## src/rtl/fdf_pkg.sv

```systemverilog
package fdf_pkg;
  typedef enum logic [1:0] {ST_IDLE, ST_FETCH, ST_CHECK, ST_XFER} fdf_state_e;

  localparam int unsigned DESC_WORDS  = 4;
  localparam int unsigned DESC_BYTES  = DESC_WORDS * 4;
  localparam int unsigned CMD_EOF_BIT = 21;
  localparam int unsigned CMD_SOF_BIT = 22;
  localparam int unsigned CMD_PAL_BIT = 26;
  localparam int unsigned BR_REQ_BIT  = 0;
  localparam int unsigned BR_INT_BIT  = 1;
endpackage

```

## src/rtl/fdf_win_chk.sv

```systemverilog
module fdf_win_chk #(
  parameter int unsigned     AW   = 32,
  parameter logic [AW-1:0]   BASE = '0,
  parameter logic [AW-1:0]   SIZE = '0,
  parameter int unsigned     SPAN = 1
) (
  input  logic [AW-1:0] addr_i,
  output logic          hit_o
);
  localparam logic [AW:0] LIMIT  = {1'b0, BASE} + {1'b0, SIZE};
  localparam logic [AW:0] SPAN_X = (AW+1)'(SPAN);

  logic [AW:0] a_ext;
  assign a_ext = {1'b0, addr_i};
  assign hit_o = (a_ext >= {1'b0, BASE}) && ((a_ext + SPAN_X) <= LIMIT);
endmodule

```

## src/rtl/fdf_desc_regs.sv

```systemverilog
module fdf_desc_regs import fdf_pkg::*; #(
  parameter int unsigned AW    = 32,
  parameter int unsigned IDX_W = 2
) (
  input  logic             clk_i,
  input  logic             rst_ni,
  input  logic             wr_en_i,
  input  logic             wr_sel_i,
  input  logic [AW-1:0]    wr_data_i,
  input  logic             clr_src_i,
  input  logic             clr_bra_i,
  input  logic             ld_en_i,
  input  logic [IDX_W-1:0] ld_idx_i,
  input  logic [AW-1:0]    ld_data_i,
  output logic [AW-1:0]    next_o,
  output logic [AW-1:0]    branch_o,
  output logic [AW-1:0]    src_o,
  output logic [AW-1:0]    id_o,
  output logic [AW-1:0]    cmd_o
);
  localparam logic [AW-1:0] ALIGN_MASK = ~(AW'(DESC_BYTES - 1));
  localparam logic [AW-1:0] BR_MASK    = ALIGN_MASK | AW'(3);

  logic ld_w0, ld_w1, ld_w2, ld_w3;
  assign ld_w0 = ld_en_i && (ld_idx_i == IDX_W'(0));
  assign ld_w1 = ld_en_i && (ld_idx_i == IDX_W'(1));
  assign ld_w2 = ld_en_i && (ld_idx_i == IDX_W'(2));
  assign ld_w3 = ld_en_i && (ld_idx_i == IDX_W'(3));

  always_ff @(posedge clk_i or negedge rst_ni) begin
    if (!rst_ni) begin
      next_o   <= '0;
      branch_o <= '0;
      src_o    <= '0;
      id_o     <= '0;
      cmd_o    <= '0;
    end else begin
      // fetched pointer wins over a software write in the same cycle
      if (ld_w0)                      next_o <= ld_data_i & ALIGN_MASK;
      else if (wr_en_i && !wr_sel_i)  next_o <= wr_data_i & ALIGN_MASK;

      if (wr_en_i && wr_sel_i)        branch_o <= wr_data_i & BR_MASK;
      else if (clr_bra_i)             branch_o[BR_REQ_BIT] <= 1'b0;

      if (ld_w1)                      src_o <= ld_data_i;
      else if (clr_src_i)             src_o <= '0;

      if (ld_w2)                      id_o  <= ld_data_i;
      if (ld_w3)                      cmd_o <= ld_data_i;
    end
  end
endmodule

```

## src/rtl/frame_desc_fetch.sv

```systemverilog
module frame_desc_fetch import fdf_pkg::*; #(
  parameter int unsigned              AW       = 32,
  parameter int unsigned              NUM_WIN  = 2,
  parameter logic [NUM_WIN*AW-1:0]    WIN_BASE = {32'h5C00_0000, 32'hA000_0000},
  parameter logic [NUM_WIN*AW-1:0]    WIN_SIZE = {32'h0004_0000, 32'h0400_0000},
  parameter int unsigned              CH_W     = 3,
  parameter int unsigned              CH_ID    = 3
) (
  input  logic            clk_i,
  input  logic            rst_ni,
  input  logic            chan_en_i,
  input  logic            frame_start_i,
  input  logic            frame_done_i,
  input  logic            reg_we_i,
  input  logic            reg_sel_i,
  input  logic [AW-1:0]   reg_wdata_i,
  output logic            mem_req_o,
  output logic [AW-1:0]   mem_addr_o,
  input  logic            mem_rvalid_i,
  input  logic [AW-1:0]   mem_rdata_i,
  output logic            busy_o,
  output logic [AW-1:0]   next_desc_o,
  output logic [AW-1:0]   branch_o,
  output logic [AW-1:0]   src_addr_o,
  output logic [AW-1:0]   frame_id_o,
  output logic [AW-1:0]   cmd_o,
  output logic            xfer_go_o,
  output logic            pal_go_o,
  output logic            ev_sof_o,
  output logic            ev_eof_o,
  output logic            ev_bs_o,
  output logic            ev_ber_o,
  output logic [CH_W-1:0] ber_chan_o
);
  localparam int unsigned IDX_W = $clog2(DESC_WORDS);
  localparam logic [IDX_W-1:0] LAST_IDX = IDX_W'(DESC_WORDS - 1);

  fdf_state_e       state_q;
  logic [IDX_W-1:0] idx_q;
  logic [AW-1:0]    base_q;

  logic             start_ok, fetch_go, use_br, ld_en;
  logic [AW-1:0]    pick_addr;
  logic [NUM_WIN-1:0] desc_hit_v, src_hit_v;
  logic             desc_hit, src_ok;

  assign start_ok  = frame_start_i && (state_q == ST_IDLE);
  assign fetch_go  = start_ok && chan_en_i;
  assign use_br    = branch_o[BR_REQ_BIT];
  assign pick_addr = use_br ? {branch_o[AW-1:4], 4'b0000} : next_desc_o;
  assign ld_en     = (state_q == ST_FETCH) && mem_rvalid_i;

  for (genvar g = 0; g < NUM_WIN; g++) begin : g_win
    fdf_win_chk #(
      .AW(AW), .BASE(WIN_BASE[g*AW +: AW]), .SIZE(WIN_SIZE[g*AW +: AW]),
      .SPAN(DESC_BYTES)
    ) u_desc_win (.addr_i(pick_addr), .hit_o(desc_hit_v[g]));

    fdf_win_chk #(
      .AW(AW), .BASE(WIN_BASE[g*AW +: AW]), .SIZE(WIN_SIZE[g*AW +: AW]),
      .SPAN(1)
    ) u_src_win (.addr_i(src_addr_o), .hit_o(src_hit_v[g]));
  end

  assign desc_hit = |desc_hit_v;
  assign src_ok   = (src_addr_o != '0) && (|src_hit_v);

  fdf_desc_regs #(.AW(AW), .IDX_W(IDX_W)) u_regs (
    .clk_i     (clk_i),
    .rst_ni    (rst_ni),
    .wr_en_i   (reg_we_i),
    .wr_sel_i  (reg_sel_i),
    .wr_data_i (reg_wdata_i),
    .clr_src_i (start_ok),
    .clr_bra_i (fetch_go && use_br),
    .ld_en_i   (ld_en),
    .ld_idx_i  (idx_q),
    .ld_data_i (mem_rdata_i),
    .next_o    (next_desc_o),
    .branch_o  (branch_o),
    .src_o     (src_addr_o),
    .id_o      (frame_id_o),
    .cmd_o     (cmd_o)
  );

  always_ff @(posedge clk_i or negedge rst_ni) begin
    if (!rst_ni) begin
      state_q    <= ST_IDLE;
      idx_q      <= '0;
      base_q     <= '0;
      xfer_go_o  <= 1'b0;
      pal_go_o   <= 1'b0;
      ev_sof_o   <= 1'b0;
      ev_eof_o   <= 1'b0;
      ev_bs_o    <= 1'b0;
      ev_ber_o   <= 1'b0;
      ber_chan_o <= '0;
    end else begin
      xfer_go_o <= 1'b0;
      pal_go_o  <= 1'b0;
      ev_sof_o  <= 1'b0;
      ev_eof_o  <= 1'b0;
      ev_bs_o   <= 1'b0;
      ev_ber_o  <= 1'b0;
      unique case (state_q)
        ST_IDLE: begin
          if (fetch_go) begin
            base_q  <= pick_addr;
            idx_q   <= '0;
            ev_bs_o <= use_br && branch_o[BR_INT_BIT];
            // skipped fetch goes straight to the check with a zero source
            state_q <= desc_hit ? ST_FETCH : ST_CHECK;
          end
        end
        ST_FETCH: begin
          if (mem_rvalid_i) begin
            idx_q <= idx_q + IDX_W'(1);
            if (idx_q == LAST_IDX) state_q <= ST_CHECK;
          end
        end
        ST_CHECK: begin
          if (!src_ok) begin
            ev_ber_o   <= 1'b1;
            ber_chan_o <= CH_W'(CH_ID);
            state_q    <= ST_IDLE;
          end else if (cmd_o[CMD_PAL_BIT]) begin
            pal_go_o <= 1'b1;
            state_q  <= ST_IDLE;
          end else begin
            xfer_go_o <= 1'b1;
            ev_sof_o  <= cmd_o[CMD_SOF_BIT];
            state_q   <= ST_XFER;
          end
        end
        ST_XFER: begin
          if (frame_done_i) begin
            ev_eof_o <= cmd_o[CMD_EOF_BIT];
            state_q  <= ST_IDLE;
          end
        end
        default: state_q <= ST_IDLE;
      endcase
    end
  end

  assign mem_req_o  = (state_q == ST_FETCH);
  assign busy_o     = (state_q == ST_FETCH);
  assign mem_addr_o = base_q + AW'({idx_q, 2'b00});
endmodule

```

## config.mk

```make
export PLATFORM = sky130hd
export DESIGN_NAME = frame_desc_fetch
export DESIGN_NICKNAME = d
export VERILOG_FILES = /design/src/rtl/fdf_pkg.sv /design/src/rtl/fdf_win_chk.sv /design/src/rtl/fdf_desc_regs.sv /design/src/rtl/frame_desc_fetch.sv
export SDC_FILE = /design/constraint.sdc
export NUM_CORES = 1
export LEC_CHECK = 0
export BUFFER_PORTS_ARGS = -buffer_cell sky130_fd_sc_hd__buf_2
export CAP_MARGIN = 0
export CORE_MARGIN = 8
export CORE_UTILIZATION = 57
export DETAILED_ROUTE_END_ITERATION = 8
export GPL_TIMING_DRIVEN = 1
export PLACE_DENSITY = 0.86
export REMOVE_ABC_BUFFERS = 1
export SLEW_MARGIN = 20
export SYNTH_ARGS = -nofsm -noshare
export SYNTH_HDL_FRONTEND = slang
export SYNTH_SLANG_ARGS = --single-unit
```

## constraint.sdc

```tcl
create_clock -name clk_i -period 7.73 [get_ports clk_i]
set_input_delay 0.773 -clock clk_i [delete_from_list [all_inputs] [get_ports clk_i]]
set_output_delay 0.773 -clock clk_i [all_outputs]
set_load 0.05 [all_outputs]
```

==> reports/metrics.cfg <==
[timing]
hold_viol_final=0
finClkSkew_ns=0.00972
worst_pin_slew_ns=0.941
slew_violations=0
relSlewSlack_pct=37.1
max_freq_mhz=255
post-route-min-period_ns=3.92
setup_tns_ns=0
setup_viol=0
fin_crit_sh_pct=50.7
rsz0062_at_grt=false

[hold_path]
hold_class=primary input to async pin

[logic_synthesis]
synthCells=892
ys_types=83
synth_top_area_share_pct=49.0
synth.mux.area_fraction_pct=17.7
ys_seq_area_share_pct=49.0
synth-compound-area-share_pct=12.8
ys_ff_latch=193
synthXorXnorAreaFrac_pct=1.42
synth_top_family_by_area=multiplexers
synth_edf_count=0
synth-adder-area-share_pct=1.02
synth_flop_cell=dfrtp_1
avgSynthCellArea_sq_um=11.0
synthSimpleGateAreaFrac_pct=14.0
synth_warnings=0
synth_area_sq_mm=0.00985
synthTopCellsByArea=dfrtp_1 49%, mux2_2 12%, mux2i_1 5.5%, nor2_1 3.2%, a21oi_1 3.0%
synthArstFlopShare_pct=100
synth_top_area_cell=dfrtp_1

[critical_path]
critPathArrivalTime_ns=4.24
path_cells=buf_4 -> mux2i_1 -> a211oi_4 -> nand4_4 -> or2_1 -> xor2_1 -> nand4bb_1 -> o21ai_1 -> o21ai_1 -> a311o_1
start_kind=flip-flop
critPathMaxStageDelay_ns=0.76
cp_common_cell=o21ai_1
cp_max_fo=36
endpoint_kind=flip-flop
path_class=flip-flop to flip-flop
slowest_stage=dfrtp_2
required_ns=8.05

[final_layout]
area_growth_pct=21.0
nNetsFinal=1210
mostFrequentLayoutCell=buf_2
stdcell_count=1371
mostFrequentLayoutCells=262 x buf_2, 192 x dfrtp_1, 104 x mux2_2
final_util_pct=69.6
final.fill_count=1307
layout-drive-gt1-share_pct=38.1

[global_route]
grt_max_degree=115
grt.total_usage_pct=26.8
top_usage_layer=met2
met2_usage_pct=43.2
use_met1_pct=34.0
met3_usage_pct=6.57
grt_pass1_vias=8240
grt_overflow=0
grt_pass1_wl_um=46300
grt_antenna_before_repair=3

[clocking]
cts_hold_buf=0
max-clock-path-buffers=2
clkTransAtPathRegs_ns=0.07
cts.sinks=193
numCtsBuffers=17
tritoncts=built
insertion_delay_ns=0.43
cts_resized=0
h-tree-depth=4
cts-root-buf=clkbuf_16
cts_setup_buffers=0

[pwr]
ir_drop_mv=0.258
leakagePower_nw=5.75
power_density_mw_per_mm2=455

[route]
viasPerCell=6.06
ant_nets=0
wl_um=29500
routedWlPerCell_um=21.5
first_pass_iters=7
vias=8305
drt_iter0_drc=872
drc=0

[job]
maxCapViolations=0

[die]
io_pins=275
rows=48
die_h_um=147
fp.dieW_um=147
die_area_sq_mm=0.0217
coreArea_sq_mm=0.0171
initial_core_util_pct=57.5

[placement]
io_buffers=263
hpwl_um=21500
place.gp.congestion=0.870
placedCellCount=1335

[status]
status=complete, no violations

[area by class of cell]
type / instances / area, sq um / share of cell area, %
diodes: 3 / 7.51 / 0.0630
repair buffers: 272 / 1420 / 11.9
clock buffers: 22 / 454 / 3.81
inverters: 20 / 75.1 / 0.630
well taps: 225 / 282 / 2.36
flip-flops and latches: 193 / 4830 / 40.5
multi-input cells: 626 / 4680 / 39.3
clock inverters: 10 / 169 / 1.42
[critical path, delay by kind of cell, from the launching register on]
kind                   cells  cell delay [ns]
buffers and inverters      1             0.54
XOR/XNOR                   1             0.25
flip-flops                 1             0.76
multiplexers               1             0.34
AO/OA/AOI/OAI              4             1.12
AND/OR/NAND/NOR            3             0.74
[path summary, 6_finish.rpt]
check / startpoint / to / slack [ns] / depth (start not counted)
max in group asynchronous: rst_ni / u_regs.next_o[17]$_DFFE_PN0P_ / 6.05 / 2
min in group clk_i: u_regs.id_o[31]$_DFFE_PN0P_ / u_regs.id_o[31]$_DFFE_PN0P_ / 0.50 / 1
worst max-delay path: u_regs.branch_o[0]$_DFFE_PN0P_ / state_q[1]$_DFFE_PN0P_ / 3.81 / 10
worst min-delay path: rst_ni / u_regs.id_o[26]$_DFFE_PN0P_ / 0.43 / 1
worst max register to register: u_regs.branch_o[0]$_DFFE_PN0P_ / state_q[1]$_DFFE_PN0P_ / 3.81 / 10
worst min register to register: u_regs.id_o[31]$_DFFE_PN0P_ / u_regs.id_o[31]$_DFFE_PN0P_ / 0.50 / 1
[state kept, by name, summed over array words and instances (netlist names)]
name,cells
base_q,28
ber_chan_o,1
ev_ber_o,1
ev_bs_o,1
ev_eof_o,1
ev_sof_o,1
idx_q,2
pal_go_o,1
state_q,2
u_regs.branch_o,30
u_regs.cmd_o,32
u_regs.id_o,32
u_regs.next_o,28
u_regs.src_o,32
xfer_go_o,1
[Yosys cell counts (all sizes together), types with 4 or more instances]
cell / n
and2: 6
nor2: 84
buf: 29
clkbuf: 32
and3: 5
ha: 8
o21ai: 18
nand3b: 4
o211ai: 7
xor2: 7
a31oi: 13
a211oi: 8
inv: 20
nor3: 24
nor4: 5
xnor2: 9
a22o: 33
or3: 5
a21oi: 60
nand3: 19
nand4b: 11
nor3b: 5
mux2: 105
mux2i: 55
nand2: 47
nand2b: 5
o22ai: 4
dfrtp: 193
nand4: 21
[kinds of logic after synthesis]
kind of cell | Yosys count
XOR/XNOR | 16
flip-flops | 193
other | 1
adder cells (fa/ha/maj) | 8
AO/OA/AOI/OAI | 179
AND/OR/NAND/NOR | 254
multiplexers | 160
buffers and inverters | 81
[power breakdown]
| part | switching [W] | total, W | internal, W |
|---|---|---|---|
| logic | 0.00204 | 0.00277 | 0.000722 |
| registers | 0.000346 | 0.00171 | 0.00136 |
| clock network | 0.000397 | 0.000953 | 0.000556 |
| total | 0.00279 | 0.00543 | 0.00264 |
[metal layers]
metal | up-vias | share of wire, %
met5 | - | 0
met4 | 0 | 2.8
met1 | 4142 | 41
met3 | 53 | 7.0
met2 | 367 | 50
li1 | 3743 | -
[through the flow]
step / instance area (sq um) / power, W / hold WS (ns) / setup WS (ns)
final: 11900 / 0.00543 / 0.430 / 3.81
after global routing: 11900 / 0.00566 / 0.505 / 3.58
after CTS: 11900 / 0.00543 / 0.487 / 3.89
after detailed placement: 11200 / 0.00447 / 0.489 / 3.90
after global placement: 11200 / 0.00440 / 0.482 / 3.90
after floorplan: 9570 / 0.00371 / 0.477 / 2.88
Power figures use the tool's default switching activity.
